===== src/rtl/cal_alarm_pkg.sv =====
package cal_alarm_pkg;
  localparam int WORD_W    = 32;
  localparam int FLD_W     = 7;
  localparam int N_FLD     = 4;
  localparam int SEC_LSB   = 0;
  localparam int SEC_IGN   = 7;
  localparam int MIN_LSB   = 8;
  localparam int MIN_IGN   = 15;
  localparam int HR_LSB    = 16;
  localparam int PM_BIT    = 22;
  localparam int HR_IGN    = 23;
  localparam int DAY_LSB   = 24;
  localparam int WDSEL_BIT = 30;
  localparam int DAY_IGN   = 31;

  typedef enum logic [1:0] {
    SEL_CTRL = 2'd0,
    SEL_WORD = 2'd1,
    SEL_STAT = 2'd2
  } reg_sel_e;
endpackage


===== src/rtl/alarm_field_cmp.sv =====
module alarm_field_cmp #(
  parameter int W = 7
) (
  input  logic [W-1:0] want,
  input  logic [W-1:0] have,
  input  logic         ign,
  output logic         hit
);
  always_comb hit = ign || (want == have);
endmodule


===== src/rtl/alarm_wr_gate.sv =====
module alarm_wr_gate #(
  parameter int SYNC_DLY = 2
) (
  input  logic clk,
  input  logic rst,
  input  logic arm_q,
  input  logic arm_nxt,
  output logic wr_ok
);
  localparam int CNT_W = $clog2(SYNC_DLY + 1);
  localparam logic [CNT_W-1:0] CNT_TOP = CNT_W'(SYNC_DLY);

  logic [CNT_W-1:0] cnt_q;

  always_ff @(posedge clk) begin
    if (rst)                   cnt_q <= '0;
    else if (arm_q || arm_nxt) cnt_q <= '0;
    else if (cnt_q != CNT_TOP) cnt_q <= cnt_q + 1'b1;
  end

  always_comb wr_ok = (cnt_q == CNT_TOP);
endmodule


===== src/rtl/alarm_flag.sv =====
module alarm_flag (
  input  logic clk,
  input  logic rst,
  input  logic set_ev,
  input  logic clr_req,
  input  logic ie_nxt,
  output logic flag_q,
  output logic irq_q
);
  logic flag_nxt;

  always_comb flag_nxt = set_ev || (flag_q && !clr_req);

  always_ff @(posedge clk) begin
    if (rst) begin
      flag_q <= 1'b0;
      irq_q  <= 1'b0;
    end else begin
      flag_q <= flag_nxt;
      irq_q  <= flag_nxt && ie_nxt;
    end
  end
endmodule


===== src/rtl/cal_alarm_match.sv =====
module cal_alarm_match
  import cal_alarm_pkg::*;
#(
  parameter int SYNC_DLY = 2
) (
  input  logic              clk,
  input  logic              rst,
  input  logic              tick,
  input  logic [6:0]        cur_sec,
  input  logic [6:0]        cur_min,
  input  logic [5:0]        cur_hour,
  input  logic              cur_pm,
  input  logic [5:0]        cur_mday,
  input  logic [2:0]        cur_wday,
  input  logic              wr_en,
  input  logic [1:0]        wr_sel,
  input  logic [WORD_W-1:0] wr_data,
  output logic              hit_flag,
  output logic              wr_ok,
  output logic              irq,
  output logic [WORD_W-1:0] alarm_q
);
  reg_sel_e sel;
  logic arm_q, ie_q, arm_nxt, ie_nxt;
  logic ctrl_wr, word_wr, clr_req, set_ev;
  logic [FLD_W-1:0] f_want [N_FLD];
  logic [FLD_W-1:0] f_have [N_FLD];
  logic [N_FLD-1:0] f_ign, f_hit;
  logic wdsel;

  always_comb begin
    sel     = reg_sel_e'(wr_sel);
    ctrl_wr = wr_en && (sel == SEL_CTRL);
    word_wr = wr_en && (sel == SEL_WORD) && wr_ok;
    clr_req = wr_en && (sel == SEL_STAT) && !wr_data[0];
    arm_nxt = ctrl_wr ? wr_data[0] : arm_q;
    ie_nxt  = ctrl_wr ? wr_data[1] : ie_q;
  end

  always_ff @(posedge clk) begin
    if (rst) begin
      arm_q   <= 1'b0;
      ie_q    <= 1'b0;
      alarm_q <= '0;
    end else begin
      arm_q <= arm_nxt;
      ie_q  <= ie_nxt;
      if (word_wr) alarm_q <= wr_data;
    end
  end

  // field extraction: index 0 sec, 1 min, 2 hour+pm, 3 day
  always_comb begin
    wdsel     = alarm_q[WDSEL_BIT];
    f_want[0] = alarm_q[SEC_LSB +: 7];
    f_have[0] = cur_sec;
    f_want[1] = alarm_q[MIN_LSB +: 7];
    f_have[1] = cur_min;
    f_want[2] = {alarm_q[PM_BIT], alarm_q[HR_LSB +: 6]};
    f_have[2] = {cur_pm, cur_hour};
    f_want[3] = wdsel ? {3'b000, alarm_q[DAY_LSB +: 4]} : {1'b0, alarm_q[DAY_LSB +: 6]};
    f_have[3] = wdsel ? {4'b0000, cur_wday} : {1'b0, cur_mday};
    f_ign     = {alarm_q[DAY_IGN], alarm_q[HR_IGN], alarm_q[MIN_IGN], alarm_q[SEC_IGN]};
  end

  for (genvar g = 0; g < N_FLD; g++) begin : g_fld
    alarm_field_cmp #(.W(FLD_W)) u_cmp (
      .want (f_want[g]),
      .have (f_have[g]),
      .ign  (f_ign[g]),
      .hit  (f_hit[g])
    );
  end

  always_comb set_ev = tick && arm_q && (&f_hit);

  alarm_wr_gate #(.SYNC_DLY(SYNC_DLY)) u_gate (
    .clk     (clk),
    .rst     (rst),
    .arm_q   (arm_q),
    .arm_nxt (arm_nxt),
    .wr_ok   (wr_ok)
  );

  alarm_flag u_flag (
    .clk     (clk),
    .rst     (rst),
    .set_ev  (set_ev),
    .clr_req (clr_req),
    .ie_nxt  (ie_nxt),
    .flag_q  (hit_flag),
    .irq_q   (irq)
  );
endmodule


===== config.mk =====
export PLATFORM = sky130hd
export DESIGN_NAME = cal_alarm_match
export DESIGN_NICKNAME = d
export VERILOG_FILES = /design/src/rtl/cal_alarm_pkg.sv /design/src/rtl/alarm_field_cmp.sv /design/src/rtl/alarm_wr_gate.sv /design/src/rtl/alarm_flag.sv /design/src/rtl/cal_alarm_match.sv
export SDC_FILE = /design/constraint.sdc
export NUM_CORES = 1
export LEC_CHECK = 0
export ABC_AREA = 1
export BUFFER_PORTS_ARGS = -buffer_cell sky130_fd_sc_hd__buf_2
export CAP_MARGIN = 10
export CORE_AREA = 4 4 58 99
export CTS_CLUSTER_DIAMETER = 150
export DETAILED_ROUTE_END_ITERATION = 8
export DIE_AREA = 0 0 62 103
export HOLD_SLACK_MARGIN = 0.1
export PLACE_DENSITY = 0.79
export SYNTH_ARGS = -nofsm -noshare
export SYNTH_HDL_FRONTEND = slang
export SYNTH_SLANG_ARGS = --single-unit

===== constraint.sdc =====
create_clock -name clk -period 1.4 [get_ports clk]
set_clock_uncertainty 0.15 [all_clocks]
set_input_delay 0.28 -clock clk [delete_from_list [all_inputs] [get_ports clk]]
set_output_delay 0.28 -clock clk [all_outputs]
set_load 0.05 [all_outputs]

======== Word level (Yosys, flattened, before mapping) ========
Index checks and enable logic that the tools add are counted.
cells by class
  eq/ne operators ......................... 8
  mux-type cells .......................... 4
  $add $sub $neg .......................... 1
  reduce and logical (&&, ||, !) cells .... 20
operators by type and width
  cell                                                  count
  equality test 7 bit                                   3
  two-way mux 6 bit                                     2
  logical AND 1 bit                                     9
  equality test 6 bit                                   1
  logical OR 1 bit                                      6
  equality test 2 bit (second input constant)           2
  AND reduction 4 bit                                   1
  adder 2 x 1 -> 2 bit (second input constant)          1
  equality test 2 x 1 -> 1 bit (second input constant)  1
  logical NOT 1 bit                                     2
  logical NOT 2 bit                                     1
  two-way mux 1 bit                                     2
  != test 2 bit (second input constant)                 1
  OR reduction 2 bit                                    1
word-level totals
  word-level logic and storage cells ...... 39
  output and inout bits ................... 35
  input bits .............................. 68
  bits in registers ....................... 38

======== Logic depth before layout (Yosys ltp) ========
Gate-level depths: netlist of run 1.
  depth after elaboration ................. 7
  mapped depth ............................ 10
  depth with buffers taken out ............ 10

======== Hierarchy ========
Synthesis of run 1 repeated with hierarchy kept, for this count alone.
unflattened totals
  cells, all modules ...................... 439
  area total of the unflattened synthesis .. 2567.5 um^2
by module, submodules not included
  module           area an instance (um^2)  seq. area each (um^2)  cells an instance  times used
  cal_alarm_match  1811.7                   680.7                  272                1
  alarm_field_cmp  141.4                    0.0                    35                 4
  alarm_wr_gate    120.1                    40.0                   18                 1
  alarm_flag       70.1                     40.0                   9                  1

======== Least setup slack after synthesis of run 1 ========
Ideal clock, no wire load.
  path kind ............................... register to register
  start point ............................. register u_gate.cnt_q[0]
  end point ............................... register alarm_q[21]
  clock period less this slack ............ 1.864 ns
  cell stages (with the launch flop) ...... 7
  required time ........................... 1.136 ns
  arrival time ............................ 1.599 ns
  buffers on the path ..................... 1
  slack ................................... -0.464 ns
  setup time .............................. 0.114 ns
  cell sequence ........................... dfxtp_1 > inv_1 > ha_1 > nand4_1 > clkbuf_1 > o21ai_1 > nor2_1
on the way
  cells in the longest elaborated chain, start to end .. 2
ends and longest elaborated chain
  element                 line                   RTL
  start, declared         alarm_wr_gate.sv:13    logic [CNT_W-1:0] cnt_q;
  start signal, assigned  alarm_wr_gate.sv:18    else if (cnt_q != CNT_TOP) cnt_q <= cnt_q + 1'b1;
  equality test 2 bit     alarm_wr_gate.sv:21    always_comb wr_ok = (cnt_q == CNT_TOP);
  via wr_ok               cal_alarm_match.sv:19  output logic wr_ok,
  logical AND 1 bit       cal_alarm_match.sv:34  word_wr = wr_en && (sel == SEL_WORD) && wr_ok;
  end signal, assigned    cal_alarm_match.sv:48  if (word_wr) alarm_q <= wr_data;
  end, declared           cal_alarm_match.sv:21  output logic [WORD_W-1:0] alarm_q
The timed path passes the listed nets, and every way through them passes these cells.
A chain may end at the register's enable or synchronous reset.

======== Worst setup path in the final report of run 1 ========
  start point ............................. register u_gate.cnt_q[0]
  end point ............................... output wr_ok
on the way
  cells in the longest elaborated chain, start to end .. 1
ends and longest elaborated chain
  element              line
  equality test 2 bit  alarm_wr_gate.sv:21
  end, declared        cal_alarm_match.sv:19
No other way between the ends.

==> impl_metrics.csv, run 1 <==
group,metric,value,unit
status,status,"finished, violations left",
status,violations,"negative setup slack",
worst_setup_path,crit_chain,"inv_2 > ha_4 > buf_6 > buf_8",
floorplanning,start_util,38.2,%
pwr,clkPwrFrac,34.5,%
pwr,cellInternalPower,2.21,mW
sta,post-route-min-period,1.51,ns
synthesis,synth_area,1900,um2
placement,hpwlAfterDp,4.25,mm
worst_setup_path,cp-end-kind,"primary output",
layout,syn_to_final_growth,68.9,%
min_path,whs_path_depth,3,
pwr,finalPower,3.15,mW
floorplanning,die-area,6390,um2
global_routing,grt_pass1_vias,2173,
layout,layout_commonest_cell,"buf_2",
placement,gp_congestion,0.807,
worst_setup_path,timing.rr.start,"u_gate.cnt_q[0]$_SDFFE_PP0N_",
pwr,ir_drop,0.000889,V
layout,diodes,0,
worst_setup_path,cpMaxStageDelayCell,"dfxtp_2",
worst_setup_path,critPathKind,"flop to primary output",
worst_setup_path,crit_fanout,2,
synthesis,synth-simple-area-share,27.5,%
synthesis,synthXorXnorAreaFrac,4.14,%
worst_setup_path,rr_endpoint,"alarm_q[7]$_SDFFE_PP0P_",
job,max_cap_violations,0,
synthesis,avgSynthCellArea,6.60,um2
sta,finalSetupViolCount,25,
synthesis,synth_nets,357,
min_path,min_from,"wr_data[29]",
synthesis,syn_inst,288,
global_routing,grt_max_degree,21,
route,drt_pass1_iterations,5,
synthesis,synth_top_area_cell,"dfxtp_1",
cts,clockBufferDepth,2,
worst_setup_path,r2r_cells,7,
floorplanning,die-height,103,um
synthesis,ys_top_cells_by_area,"dfxtp_1 40%, nand2_1 12%, nor2_1 10%, o21ai_1 8.4%, inv_1 6.5%",
route,vias,2299,
synthesis,synth_fa_ha_area_share,0.658,%
sta,tightest_slew,0.818,ns
floorplanning,num_rows,34,
placement,port_buffers,102,
pwr,power_frac_comb,27.2,%
synthesis,synth_top_area_share,40.0,%
route,drc_errors,0,
sta,setup_slack,-0.105,ns
min_path,min_to,"alarm_q[29]$_SDFFE_PP0P_",
pwr,power_frac_seq,38.3,%
worst_setup_path,startpoint_type,"flop",
route,wl_per_cell,13.2,um
layout,fin_nets,488,
layout,multi_input_area,1080,um2
cts,numCtsBuffers,5,
floorplanning,fp.coreArea,4980,um2
sta,max-slew-margin-rel,44.8,%
sta,hold_viol_final,0,
cts,cts.sinks,38,
global_routing,gr-usage-all-layers,19.2,%
layout,final_cell_count_no_fill,474,
layout,n_fill_cell,438,
worst_setup_path,critical_path_arrival,1.08,ns
route,wl,6.26,mm
pwr,powerDensity,980,nW/um2
synthesis,yosysSeqAreaShare,40.0,%
cts,cts-root-buf,"clkbuf_8",
sta,finalCritPeriodShare,108,%
cts,cts_tree,"done",
synthesis,synth_top_family_by_area,"simple AND/OR/NAND/NOR gates",
layout,mostFrequentLayoutCells,"97 x buf_2, 60 x nand2_1, 47 x nor2_1",
synthesis,synth_cell_type_count,23,
route,drtIter0Drc,64,
route,routed_via_density,4.85,
sta,max_freq,664,MHz
worst_setup_path,crit_required,0.97,ns
sta,rsz0062_at_grt,"true",
pwr,p_leak,1.60,nW
worst_setup_path,rrSetupSlack,-0.04,ns
min_path,hp-class,"primary input to flop",
layout,utilization,64.6,%
cts,clk_latency,0.29,ns
route,antenna_left,0,
pwr,p_sw_share,29.7,%
synthesis,ys_warn_count,0,
synthesis,ys_ff_latch,38,
layout,drive_gt1_share,50.7,%
global_routing,grt_pass1_wl,9.17,mm
sta,finalMaxSlewViolations,0,
floorplanning,io_pins,103,
cts,path_clk_slew,0.08,ns
global_routing,antenna_found_initial,0,
layout,register_area,808,um2
pwr,p_switching,935,uW
floorplanning,die_w,62,um
synthesis,synth_compound_area_share,16.1,%
sta,fin_setup_tns,-0.451,ns
synthesis,muxShareOfSynthArea,0,%
cts,htree_levels,2,
worst_setup_path,max_stage_delay,0.34,ns
placement,place_inst,440,
global_routing,gr-total-overflow,0,
==> kinds of logic (layout without fill, tap and decap cells) <==
| kind of cell | Yosys count | after routing |
|---|---|---|
| flops | 38 | 38 |
| buf+inv | 53 | 185 |
| xor+xnor | 9 | 9 |
| compound gates | 58 | 58 |
| simple gates | 129 | 129 |
| fa+ha+maj | 1 | 1 |
==> cell usage after synthesis <==
master,n
nand2_1,62
nor2_1,52
dfxtp_1,38
inv_1,33
o21ai_1,32
a21oi_1,23
nand3_1,8
inv_2,7
buf_4,5
clkbuf_1,5
xnor2_1,5
xor2_1,4
buf_2,3
nand2_2,2
a21oi_4,1
ha_1,1
nand3_2,1
nand4_1,1
nor2_4,1
nor3_1,1
nor3_2,1
o21ai_0,1
o41ai_1,1
==> registers in the layout, summed over array words and instances, names as in the netlist <==
name and cells:
alarm_q 32, u_gate.cnt_q 2, arm_q 1, ie_q 1
u_flag.flag_q 1, u_flag.irq_q 1
==> what timing repair did <==
item	CTS	global route
gates cloned	0	5
endpoints found under the setup margin	7	27
resized for setup	8	54
setup buffers	2	1
pin swaps	1	9
hold endpoints to repair	20	0
hold buffers	18	0
==> stage by stage <==
| stage | hold WS (ns) | cell area (um2) | setup slack, ns |
|---|---|---|---|
| detailed placement | 0.301 | 2570 | -0.0108 |
| global placement | 0.295 | 2570 | 0.0167 |
| finish | 0.0947 | 3210 | -0.105 |
| global route | 0.106 | 3210 | -0.143 |
| floorplan | 0.199 | 1970 | -0.0960 |
| CTS | 0.101 | 2930 | -0.113 |
==> worst max-delay path by stage <==
stage / startpoint / endpoint / depth (start not counted)
final: u_gate.cnt_q[0]$_SDFFE_PP0N_ / wr_ok / 4
after global routing: u_gate.cnt_q[0]$_SDFFE_PP0N_ / wr_ok / 4
after CTS: u_gate.cnt_q[0]$_SDFFE_PP0N_ / wr_ok / 4
after detailed placement: u_gate.cnt_q[0]$_SDFFE_PP0N_ / alarm_q[17]$_SDFFE_PP0P_ / 7
after global placement: cur_sec[0] / u_flag.irq_q$_SDFF_PP0_ / 11
after floorplan: u_gate.cnt_q[0]$_SDFFE_PP0N_ / alarm_q[10]$_SDFFE_PP0P_ / 6
==> critical path, delay by kind of cell, from the launching register on <==
| kind | cells | cell delay, ns |
|---|---|---|
| adders and majority gates | 1 | 0.15 |
| buffers and inverters | 3 | 0.29 |
| DFF | 1 | 0.34 |
==> area by class of cell <==
class / instances / area share, %
Multi-Input combinational cell: 197 / 33.7
Inverter: 40 / 4.98
Clock inverter: 1 / 0.935
Sequential cell: 38 / 25.2
Tap cell: 54 / 2.10
Timing Repair Buffer: 137 / 29.8
Clock buffer: 7 / 3.35
==> power by group through the flow <==
| stage | registers, mW | clock network [mW] | logic (mW) |
|---|---|---|---|
| 2_1_floorplan | 1.34 | 0 | 0.344 |
| 3_3_place_gp | 1.22 | 0 | 0.663 |
| 3_5_place_dp | 1.22 | 0 | 0.675 |
| 4_1_cts | 1.20 | 1.11 | 0.772 |
| 5_1_grt | 1.21 | 1.17 | 0.937 |
| 6_report | 1.21 | 1.09 | 0.857 |
==> layer usage <==
metal	up-vias	GRT usage (%)	routed length (um)
met1	1027	18.6	2050
li1	1161	-	-
met4	0	11.3	195
met2	93	35.1	3570
met3	18	4.14	440
met5	-	0	0
Note: power is estimated with default switching activity, not from simulation.
==> inputs of run 2 (changes only) <==
CORE_AREA = 4 4 55 94   (was 4 4 58 99)
DIE_AREA = 0 0 59 98   (was 0 0 62 103)
PLACE_DENSITY = 0.83   (was 0.79)
clock period = 1.63 ns   (was 1.4 ns; I/O delays follow)
==> run 2 against run 1 <==
  * The flow now finishes without violations
  * Worst setup slack improved by 0.17 ns
  * Critical path depth is 1 lower
  * Global-route usage fell by 1.1 points
  * Highest routed layer unchanged
  * Via count decreased by 9.5%
  * Design area decreased by 17%
  * Non-clock buffer count is 27 lower
  * Die area decreased by 9.5%
  * First-iteration DRC count is 17% lower
==> impl_metrics.csv, run 2 (synthesized netlist as in run 1, its figures left out) <==
group,metric,value,unit
status,status,"finished clean",
global_routing,gr-total-overflow,0,
floorplanning,num_rows,32,
layout,utilization,60.6,%
global_routing,grt_pass1_vias,1961,
route,vias,2080,
layout,mostFrequentLayoutCells,"101 x buf_2, 62 x nand2_1, 52 x nor2_1",
worst_setup_path,cp-end-kind,"primary output",
layout,layout_commonest_cell,"buf_2",
sta,hold_viol_final,0,
layout,largest-register,"alarm_q",
layout,drive_gt1_share,34.1,%
layout,largest_register_ff_count,32,
route,drtIter0Drc,53,
worst_setup_path,crit_required,1.15,ns
global_routing,grt_max_degree,32,
layout,multi_input_area,932,um2
placement,place_inst,432,
floorplanning,die-height,98,um
min_path,min_to,"u_flag.flag_q$_SDFF_PP0_",
cts,htree_levels,2,
job,max_cap_violations,0,
worst_setup_path,rrSetupSlack,0.10,ns
pwr,finalPower,2.56,mW
layout,n_fill_cell,436,
floorplanning,fp.coreArea,4400,um2
cts,clockBufferDepth,2,
sta,post-route-min-period,1.57,ns
pwr,powerDensity,960,nW/um2
sta,finalMaxSlewViolations,0,
layout,diodes,0,
route,dr_wl_met3,313,um
min_path,whs_path_depth,2,
sta,tightest_slew,0.477,ns
placement,hpwlAfterDp,4.14,mm
floorplanning,die-area,5780,um2
route,wl_met2,2.86,mm
cts,cts-root-buf,"clkbuf_8",
layout,register_area,762,um2
worst_setup_path,critPathKind,"flop to primary output",
cts,numCtsBuffers,5,
layout,syn_to_final_growth,40.3,%
route,m1WireLength,1.89,mm
min_path,min_from,"rst",
placement,port_buffers,102,
worst_setup_path,rr_endpoint,"alarm_q[7]$_SDFFE_PP0P_",
route,wl_per_cell,11.8,um
worst_setup_path,crit_fanout,5,
route,wl,5.24,mm
worst_setup_path,startpoint_type,"flop",
route,drt_pass1_iterations,4,
sta,holdWs,0.111,ns
global_routing,antenna_found_initial,0,
cts,path_clk_slew,0.08,ns
route,antenna_left,0,
layout,fin_nets,461,
cts,cts_tree,"done",
floorplanning,die_w,59,um
floorplanning,start_util,43.2,%
sta,max-slew-margin-rel,67.8,%
sta,max_freq,639,MHz
sta,finalCritPeriodShare,96.1,%
global_routing,gr-usage-all-layers,18.2,%
cts,cts.sinks,38,
placement,gp_congestion,0.833,
sta,finalSetupViolCount,0,
pwr,ir_drop,0.000681,V
route,topRoutingLayerUsed,"met4",
global_routing,grt_pass1_wl,8.24,mm
worst_setup_path,critical_path_arrival,1.09,ns
worst_setup_path,r2r_cells,7,
cts,clk_latency,0.28,ns
worst_setup_path,timing.rr.start,"u_gate.cnt_q[0]$_SDFFE_PP0N_",
floorplanning,io_pins,103,
layout,final_cell_count_no_fill,444,
layout,reg.largest.list,"alarm_q x32, u_gate.cnt_q x2",
route,drc_errors,0,
route,routed_via_density,4.68,
pwr,p_leak,1.39,nW
min_path,hp-class,"primary input to flop",
[run 2: where the power goes]
| part | switching, mW | internal, mW | total, mW |
|---|---|---|---|
| Combinational | 0.357 | 0.223 | 0.580 |
| Clock | 0.340 | 0.613 | 0.953 |
| Sequential | 0.0457 | 0.982 | 1.03 |
[run 2: critical path, stage by stage (launching register included)]
cell and delay, ns:
dfxtp_1 0.37, inv_2 0.06, ha_4 0.17, clkbuf_4 0.21
[run 2: worst max-delay path by stage]
| stage | depth (start not counted) | to | slack [ns] | startpoint |
|---|---|---|---|---|
| after floorplan | 10 | u_flag.flag_q$_SDFF_PP0_ | 0.04 | alarm_q[11]$_SDFFE_PP0P_ |
| after global placement | 7 | alarm_q[12]$_SDFFE_PP0P_ | 0.15 | u_gate.cnt_q[0]$_SDFFE_PP0N_ |
| after detailed placement | 7 | alarm_q[16]$_SDFFE_PP0P_ | 0.1 | u_gate.cnt_q[0]$_SDFFE_PP0N_ |
| after CTS | 3 | wr_ok | 0.02 | u_gate.cnt_q[0]$_SDFFE_PP0N_ |
| after global routing | 7 | alarm_q[7]$_SDFFE_PP0P_ | -0.02 | u_gate.cnt_q[0]$_SDFFE_PP0N_ |
| final | 3 | wr_ok | 0.06 | u_gate.cnt_q[0]$_SDFFE_PP0N_ |
[run 2: cell type report]
class / instances / area share [%]
Inverter: 40 / 5.63
Timing Repair Buffer: 110 / 23.3
Multi-Input combinational cell: 197 / 34.9
Tap cell: 51 / 2.39
Clock buffer: 5 / 2.58
Sequential cell: 38 / 28.6
Clock inverter: 3 / 2.58
[run 2: per-stage QoR]
| step | setup TNS [ns] | setup WS, ns | cell area [um2] |
|---|---|---|---|
| 3_5_place_dp | 0 | 0.0993 | 2470 |
| 2_1_floorplan | 0 | 0.0363 | 1920 |
| 5_1_grt | -0.0261 | -0.0238 | 2670 |
| 4_1_cts | 0 | 0.0151 | 2610 |
| 6_report | 0 | 0.0641 | 2670 |
| 3_3_place_gp | 0 | 0.148 | 2470 |
[run 2: timing repair]
item,4_1_cts,5_1_grt
resized for setup,0,3
endpoints found under the hold margin,0,0
setup buffers,0,3
hold buffers,0,0
endpoints found under the setup margin,0,13
[run 2: metal layers]
metal	track usage, %	vias up
met5	0	-
met4	8.73	0
met3	3.57	14
met2	33.7	60
met1	18.2	903
li1	-	1103
